===== src/rtl/trace_mon.sv =====
module trace_mon #(
  parameter int MSG_LEN = 16,
  parameter int W = 8,
  parameter int THR_W = 4,
  parameter logic [W-1:0] SONET_MARK = 8'h0A
) (
  input  logic                       clk,
  input  logic                       rst_n,
  input  logic [2:0]                 mode,
  input  logic                       byte_valid,
  input  logic [W-1:0]               byte_in,
  input  logic                       wr_en,
  input  logic [$clog2(MSG_LEN+3)-1:0] wr_addr,
  input  logic [W-1:0]               wr_data,
  input  logic [$clog2(MSG_LEN)-1:0] cap_rd_addr,
  output logic [W-1:0]               cap_rd_data,
  output logic                       mism,
  output logic                       delta,
  output logic                       irq
);
  localparam int PW = $clog2(MSG_LEN);
  localparam int AW = $clog2(MSG_LEN + 3);
  localparam int CW = $clog2(MSG_LEN + 1);
  localparam logic [AW-1:0] A_THR  = AW'(MSG_LEN);
  localparam logic [AW-1:0] A_MASK = AW'(MSG_LEN + 1);
  localparam logic [AW-1:0] A_CLR  = AW'(MSG_LEN + 2);
  localparam logic [2:0] M_SONET = 3'b001, M_SDH = 3'b010, M_PERS = 3'b011,
                         M_XSONET = 3'b100, M_XSDH = 3'b101;

  logic [W-1:0]     cap [MSG_LEN];
  logic [W-1:0]     exp_mem [MSG_LEN];
  logic [2:0]       mode_q;
  logic [PW-1:0]    ptr;
  logic [CW-1:0]    clean;
  logic [THR_W-1:0] thr, pcnt;
  logic [W-1:0]     cand;
  logic             mask_q, mism_q, delta_q;

  wire mode_chg = mode != mode_q;
  wire undef    = mode[2:1] == 2'b11;
  wire pers     = mode == M_PERS;
  wire sdh      = (mode == M_SDH) || (mode == M_XSDH);
  wire sonet    = (mode == M_SONET) || (mode == M_XSONET);
  wire vs_exp   = (mode == M_XSONET) || (mode == M_XSDH);
  wire take     = byte_valid && !mode_chg && !undef;
  wire cmp_take = take && !pers;

  wire [PW-1:0] pos    = (sdh && byte_in[W-1]) ? '0 : ptr;
  wire          at_end = pos == PW'(MSG_LEN - 1);
  wire [PW-1:0] ptr_nx = ((sonet && byte_in == SONET_MARK) || at_end) ? '0 : pos + 1'b1;
  wire [W-1:0]  ref_b  = vs_exp ? exp_mem[pos] : cap[pos];
  wire          diff   = byte_in != ref_b;
  wire          last_clean = clean == CW'(MSG_LEN - 1);

  logic mism_nx;
  always_comb begin
    mism_nx = mism_q;
    if (undef || pers) mism_nx = 1'b0;
    else if (cmp_take) mism_nx = diff ? 1'b1 : (last_clean ? 1'b0 : mism_q);
  end

  wire             run     = (pcnt != '0) && (byte_in == cand);
  wire [THR_W:0]   run_len = run ? {1'b0, pcnt} + 1'b1 : (THR_W+1)'(1);
  wire [THR_W:0]   thr_eff = (thr == '0) ? (THR_W+1)'(1) : {1'b0, thr};
  wire             fresh   = take && pers && (byte_in != cap[0]);
  wire             accept  = fresh && (run_len >= thr_eff);

  wire set_ev = (!undef && !pers && (mism_nx != mism_q)) || accept;
  wire clr_ev = wr_en && (wr_addr == A_CLR) && wr_data[0];

  always_ff @(posedge clk) begin
    if (!rst_n) begin
      mode_q <= '0;
      ptr    <= '0;
      clean  <= '0;
      pcnt   <= '0;
      cand   <= '0;
      thr    <= '0;
      mask_q <= 1'b0;
      mism_q <= 1'b0;
      delta_q <= 1'b0;
      for (int i = 0; i < MSG_LEN; i++) begin
        cap[i]     <= '0;
        exp_mem[i] <= '0;
      end
    end else begin
      mode_q <= mode;
      mism_q <= mism_nx;

      if (undef)       delta_q <= 1'b0;
      else if (set_ev) delta_q <= 1'b1;
      else if (clr_ev) delta_q <= 1'b0;

      if (wr_en && wr_addr < A_THR) exp_mem[wr_addr[PW-1:0]] <= wr_data;
      if (wr_en && wr_addr == A_THR)  thr    <= wr_data[THR_W-1:0];
      if (wr_en && wr_addr == A_MASK) mask_q <= wr_data[0];

      if (mode_chg) begin
        ptr   <= '0;
        clean <= '0;
        pcnt  <= '0;
      end else begin
        if (cmp_take) begin
          cap[pos] <= byte_in;
          ptr      <= ptr_nx;
          if (diff || last_clean) clean <= '0;
          else                    clean <= clean + 1'b1;
        end
        if (take && pers) begin
          if (!fresh) pcnt <= '0;
          else if (accept) begin
            cap[0] <= byte_in;
            pcnt   <= '0;
          end else begin
            cand <= byte_in;
            pcnt <= run_len[THR_W-1:0];
          end
        end
      end
    end
  end

  assign cap_rd_data = cap[cap_rd_addr];
  assign mism  = mism_q;
  assign delta = delta_q;
  assign irq   = delta_q & mask_q;
endmodule


===== config.mk =====
export PLATFORM = sky130hd
export DESIGN_NAME = trace_mon
export DESIGN_NICKNAME = d
export VERILOG_FILES = /design/src/rtl/trace_mon.sv
export SDC_FILE = /design/constraint.sdc
export NUM_CORES = 1
export LEC_CHECK = 0
export BUFFER_PORTS_ARGS = -buffer_cell sky130_fd_sc_hd__buf_2
export CAP_MARGIN = 25
export CORE_ASPECT_RATIO = 2
export CORE_UTILIZATION = 63
export DETAILED_ROUTE_END_ITERATION = 8
export PLACE_DENSITY = 0.87
export SLEW_MARGIN = 5
export SYNTH_ARGS = -nofsm -noshare
export SYNTH_HDL_FRONTEND = slang
export SYNTH_SLANG_ARGS = --single-unit

===== constraint.sdc =====
create_clock -name clk -period 4.6 [get_ports clk]
set_input_delay 0.23 -clock clk [delete_from_list [all_inputs] [get_ports clk]]
set_output_delay 0.23 -clock clk [all_outputs]
set_load 0.01 [all_outputs]

==> results_dict.tcl, run 1 <==
set metrics [dict create \
    status "complete, no violations" \
    power_leakage_nw 5.98 \
    crit_fanout 25 \
    p_comb_frac 0.076 \
    grt_pass1_wl_um 67100 \
    place_ws_ps 669 \
    initial_core_util 0.646 \
    setup_viol 0 \
    power.density_nw_per_um2 332 \
    critPathCaptureType "flop" \
    design_area_um2 16800 \
    post-route-min-period_ps 3920 \
    max-slew-margin-rel 0.319 \
    synthAdderAreaFrac 0.00972 \
    clkTransAtPathRegs_ps 70 \
    grt_antenna_before_repair 0 \
    fin_util 0.702 \
    synth_mux_area_frac 0.126 \
    wirelength_um 45200 \
    yosysTopAreaCellShare 0.498 \
    min_period_over_period 0.853 \
    synth-edff-count 256 \
    drv_slew 0 \
    synth_nets 1296 \
    drive_gt1_frac 0.186 \
    postSynthCellCount 1252 \
    htree_levels 1 \
    core_um2 23900 \
    rsz0062_at_grt "false" \
    dr.first_iter.drc_count 1239 \
    synth_compound_area_frac 0.0839 \
    worst_ir_drop_vdd_v 0.000418 \
    max_freq_mhz 255 \
    synth_common_cells "edfxtp_1 (256), and2_1 (222), clkbuf_1 (67)" \
    wl_per_cell_um 28.7 \
    synth_simple_gate_area_frac 0.190 \
    ctsResizeCount 0 \
    rows 80 \
    yosys.cell_count.top_type "edfxtp_1" \
    numPortBuffers 42 \
    yosys_warnings 0 \
    tritoncts "built" \
    grt_max_degree 33 \
    layout.nets 1315 \
    setup_tns_ps 0 \
    synth_flop_cell "edfxtp_1" \
    holdBufCountCts 0 \
    yosysTopAreaCell "edfxtp_1" \
    ys_async_sr_fraction 0 \
    die_h_um 223 \
    clockPowerShare 0.388 \
    avgSynthCellArea_um2 12.3 \
    synthXorXnorAreaFrac 0.0164 \
    grt_pass1_vias 10754 \
    gr-usage-all-layers 0.370 \
    intPower_w 0.00434 \
    fin_skew_ps 6.49 \
    hp-class "in2reg" \
    syn_area_um2 15400 \
    cts_root_buffer "clkbuf_16" \
    cts_sinks 287 \
    placed_area_um2 15900 \
    synth.yosys.seq_area_share 0.538 \
    drtPass1Iterations 6 \
    vias_per_cell 7.04 \
    drc 0 \
    cp_data_arrival_time_ps 4340 \
    max_cap_violations 0 \
    vias 11091 \
    fp.dieW_um 113 \
    cts_post_setup_buffers_inserted 0 \
    seqPwrFrac 0.536 \
    gr-total-overflow 0 \
    synth_area_leaders "edfxtp_1 (50%), and2_1 (9.0%), mux4_2 (8.9%)" \
    io_pins 43 \
    tightest_slew_ps 1010 \
    place.gp.congestion 1.07 \
    clock_latency_ps 530 \
    dpl.hpwl_um 32800 \
    required_ps 5010 \
    p_sw_frac 0.223 \
    synth.distinct_cells 81 \
    die_area_um2 25200 \
    crit_path_start_kind "flop" \
    final.setup.worst_slack_ps 677 \
    hold_viol 0 \
    syn_to_final_growth_pct 8.70 \
    power_w 0.00558 \
    max-clock-path-buffers 3 \
    p_sw_w 0.00124 \
    synth_top_family_by_area "simple AND/OR/NAND/NOR gates" \
    worst-setup-path-type "reg2reg" \
    synth_seq_cells 287 \
    n_antenna_cell 0 \
    detail-route-antenna-nets 0 \
    cts_buffers 24 \
]
## power by group through the flow
stage | clock network [W] | registers (W) | logic [W]
floorplan | 0 | 0.00302 | 0.000257
global placement | 0 | 0.00304 | 0.000396
detailed placement | 0 | 0.00304 | 0.000409
CTS | 0.00217 | 0.00299 | 0.000410
global route | 0.00226 | 0.00299 | 0.000440
finish | 0.00217 | 0.00299 | 0.000423
## critical path, cell delays in order (launching register included)
cell	delay (ps)
dfxtp_2	820
buf_4	400
mux2i_1	120
o2bb2ai_1	360
a211oi_1	110
or4_1	570
a21oi_1	140
a2bb2o_1	440
nor3_1	320
a2111oi_1	130
or3b_1	380
## registers in the layout, summed over array words and instances (netlist names), 3 cells and up
name,cells
cand,8
thr,4
ptr,4
mode_q,3
cap,128
pcnt,4
clean,5
exp_mem,128
## worst paths after layout
kind	start	to	slack, ps	cells after the start
worst max register to register	ptr[1]	delta	680	10
worst min-delay path	mode[0]	mode_q[0]	90	2
worst min register to register	clean[4]	clean[4]	480	2
worst max-delay path	ptr[1]	delta	680	10
## cells in the final DEF, fill, tap and decap left out, types with 6 or more instances in the layout
cell type  synthesis  routed
mux2i_1           32      32
ha_1              12      12
o221ai_1          10      10
nor3_1            46      46
xnor2_1           11      11
mux4_2            61      61
buf_2             20      48
o211ai_1          11      11
nand3_1           13      13
and2_1           222     222
nand4_1           12      12
o22ai_1            8       8
and3_1            31      31
mux2_2            22      22
a21oi_1           37      37
a41oi_1            9       9
a22oi_1            7       7
inv_1             15      15
o21ai_0           37      37
nand2_1           44      44
buf_4              9      48
nor2_1            52      52
nand2b_1          16      16
a211oi_1           6       6
nor4_1             9       9
nor2b_1           27      27
edfxtp_1         256     256
clkbuf_16          0      25
xor2_1            18      18
dfxtp_1           31      29
## cell type report
| class | instances | area [um2] |
|---|---|---|
| clock buffer | 35 | 713 |
| inverter | 16 | 60.1 |
| timing repair buffer | 100 | 636 |
| tap | 287 | 359 |
| fill | 1618 | 7130 |
| sequential | 287 | 8310 |
| multi-input combinational | 842 | 6580 |
| clock inverter | 9 | 129 |
## stage by stage
step / hold slack, ps / cells
2_1_floorplan: 396 / 1252
3_3_place_gp: 439 / 1519
3_5_place_dp: 470 / 1525
4_1_cts: 73.4 / 1569
5_1_grt: 92.2 / 1576
6_report: 91.1 / 1576
## metal layers
| layer | GRT usage | up-vias | wire [um] |
|---|---|---|---|
| met5 | 0 | - | 0 |
| met4 | 0.302 | 0 | 4340 |
| met3 | 0.0543 | 218 | 3880 |
| met2 | 0.650 | 755 | 23200 |
| met1 | 0.387 | 5370 | 13700 |
| li1 | - | 4748 | - |
## cell families (layout without fill, tap and decap cells)
| family | after synthesis | count (layout) |
|---|---|---|
| adders and majority gates | 12 | 12 |
| DFF | 287 | 287 |
| AOI/OAI and AO/OA | 183 | 183 |
| muxes | 115 | 115 |
| xor gates and xnor gates | 29 | 29 |
| and+or+nand+nor | 503 | 503 |
| buffers and inverters | 123 | 160 |
Power figures use the tool's default switching activity.
==> inputs of run 2 (changes only) <==
==> constraint.sdc (replaced) <==
create_clock -name clk -period 4.6 [get_ports clk]
set_input_delay 0.69 -clock clk [delete_from_list [all_inputs] [get_ports clk]]
set_output_delay 0.69 -clock clk [all_outputs]
set_load 0.01 [all_outputs]
==> results_dict.tcl, run 2 (same netlist as run 1, synthesis figures left out) <==
set metrics [dict create \
    status "complete, no violations" \
    max_freq_mhz 258 \
    required_ps 5020 \
    layout_commonest_cell "edfxtp_1" \
    drtPass1Iterations 8 \
    power.density_nw_per_um2 330 \
    initial_core_util 0.646 \
    cts_post_setup_buffers_inserted 0 \
    syn_to_final_growth_pct 8.58 \
    worst_ir_drop_vdd_v 0.000350 \
    htree_levels 1 \
    setup_viol 0 \
    numPortBuffers 42 \
    tightest_slew_ps 957 \
    wl_per_cell_um 29.8 \
    gr-usage-all-layers 0.388 \
    fin_skew_ps 12.1 \
    layout.nets 1317 \
    crit_path_start_kind "primary input" \
    holdBufCountCts 0 \
    hp-class "reg2reg" \
    grt_pass1_wl_um 70000 \
    min_period_over_period 0.842 \
    hold_viol 0 \
    use_met2 0.694 \
    cts_sinks 287 \
    ctsResizeCount 0 \
    grt_util_met1 0.407 \
    tritoncts "built" \
    io_pins 43 \
    vias_per_cell 7.05 \
    grt_busiest_layer "met2" \
    path_cells "buf_2 -> and4b_1 -> nor3_4 -> a211oi_1 -> or4_1 -> a21oi_1 -> a2bb2o_1 -> nor3_1 -> a2111oi_1 -> or3b_1" \
    rsz0062_at_grt "false" \
    max-slew-margin-rel 0.357 \
    core_um2 23900 \
    post-route-min-period_ps 3870 \
    crit_fanout 26 \
    wirelength_um 47000 \
    top_regs "cap x128, exp_mem x128, cand x8" \
    cp_top_family "simple AND/OR/NAND/NOR gates" \
    drv_slew 0 \
    power_leakage_nw 5.98 \
    clock_latency_ps 540 \
    dr.first_iter.drc_count 1152 \
    cts_root_buffer "clkbuf_16" \
    grt_pass1_vias 11040 \
    cts_buffers 24 \
    detail-route-antenna-nets 0 \
    max_cap_violations 0 \
    clkTransAtPathRegs_ps 70 \
    met3_usage 0.0698 \
    grt_max_degree 53 \
    drive_gt1_frac 0.185 \
    cp_data_arrival_time_ps 4300 \
    grt_antenna_before_repair 1 \
    layout_common_cells "edfxtp_1 (256), and2_1 (222), mux4_2 (61)" \
    drc 0 \
    slowest_delay_ps 610 \
    rows 80 \
    critPathCaptureType "flop" \
    final.setup.worst_slack_ps 727 \
    setup_tns_ps 0 \
    place.gp.congestion 1.04 \
    gr-total-overflow 0 \
    worst-setup-path-type "in2reg" \
    die_h_um 223 \
    critPathBufInv 1 \
    dpl.hpwl_um 33500 \
    max-clock-path-buffers 3 \
    fin_util 0.701 \
    fp.dieW_um 113 \
    vias 11132 \
    cp_slowest_cell "nor3_4" \
    place_ws_ps 276 \
    die_area_um2 25200 \
]
[run 2: changes by cell type in the layout (fill, tap and decap cells not counted), sizes merged]
| cell | previous run | this run |
|---|---|---|
| inv | 16 | 17 |
| buf | 97 | 99 |
| clkinvlp | 1 | 0 |
| clkinv | 5 | 8 |
| clkbuf | 38 | 37 |
| diode | 0 | 1 |
| bufinv | 3 | 1 |
[run 2: final cells by class]
cell class                      instances  area, um2
Sequential cell                       287       8310
Inverter                               16       60.1
Tap cell                              287        359
Antenna cell                            1       2.50
Multi-Input combinational cell        842       6580
Fill cell                            1653       7150
Clock buffer                           34        733
Timing Repair Buffer                  102        651
Clock inverter                         10       73.8
[run 2: path summary, 6_finish.rpt]
check | from | end | slack (ps) | depth (start not counted)
worst max register to register | ptr[0] | delta | 730 | 9
worst min register to register | clean[4] | clean[4] | 470 | 2
worst max-delay path | byte_in[7] | delta | 730 | 10
worst min-delay path | clean[4] | clean[4] | 470 | 2
[run 2: worst register-to-register path, stage by stage (launching register included)]
cell	delay, ps
dfxtp_4	760
nand2b_1	270
nor3_4	520
a211oi_1	180
or4_1	590
a21oi_1	150
a2bb2o_1	350
nor3_1	370
a2111oi_1	170
or3b_1	380
[run 2: through the flow]
| step | hold WS, ps | total power [W] | cell area, um2 | cells |
|---|---|---|---|---|
| finish | 474 | 0.00554 | 16800 | 1579 |
| global route | 493 | 0.00565 | 16800 | 1579 |
| CTS | 471 | 0.00552 | 16700 | 1571 |
| detailed placement | 461 | 0.00346 | 15900 | 1527 |
| global placement | 441 | 0.00344 | 15900 | 1525 |
| floorplan | 432 | 0.00327 | 15400 | 1252 |
[run 2: power breakdown]
| part | total [W] | internal, W | switching (W) | leakage [nW] |
|---|---|---|---|---|
| clock network | 0.00212 | 0.00117 | 0.000947 | 0.399 |
| logic | 0.000425 | 0.000154 | 0.000272 | 2.80 |
| registers | 0.00299 | 0.00293 | 0.0000583 | 2.78 |
[run 2: per-layer routing]
layer,part of all wire,vias up
li1,-,4739
met5,0,-
met2,0.53,714
met4,0.085,0
met1,0.31,5452
met3,0.076,227
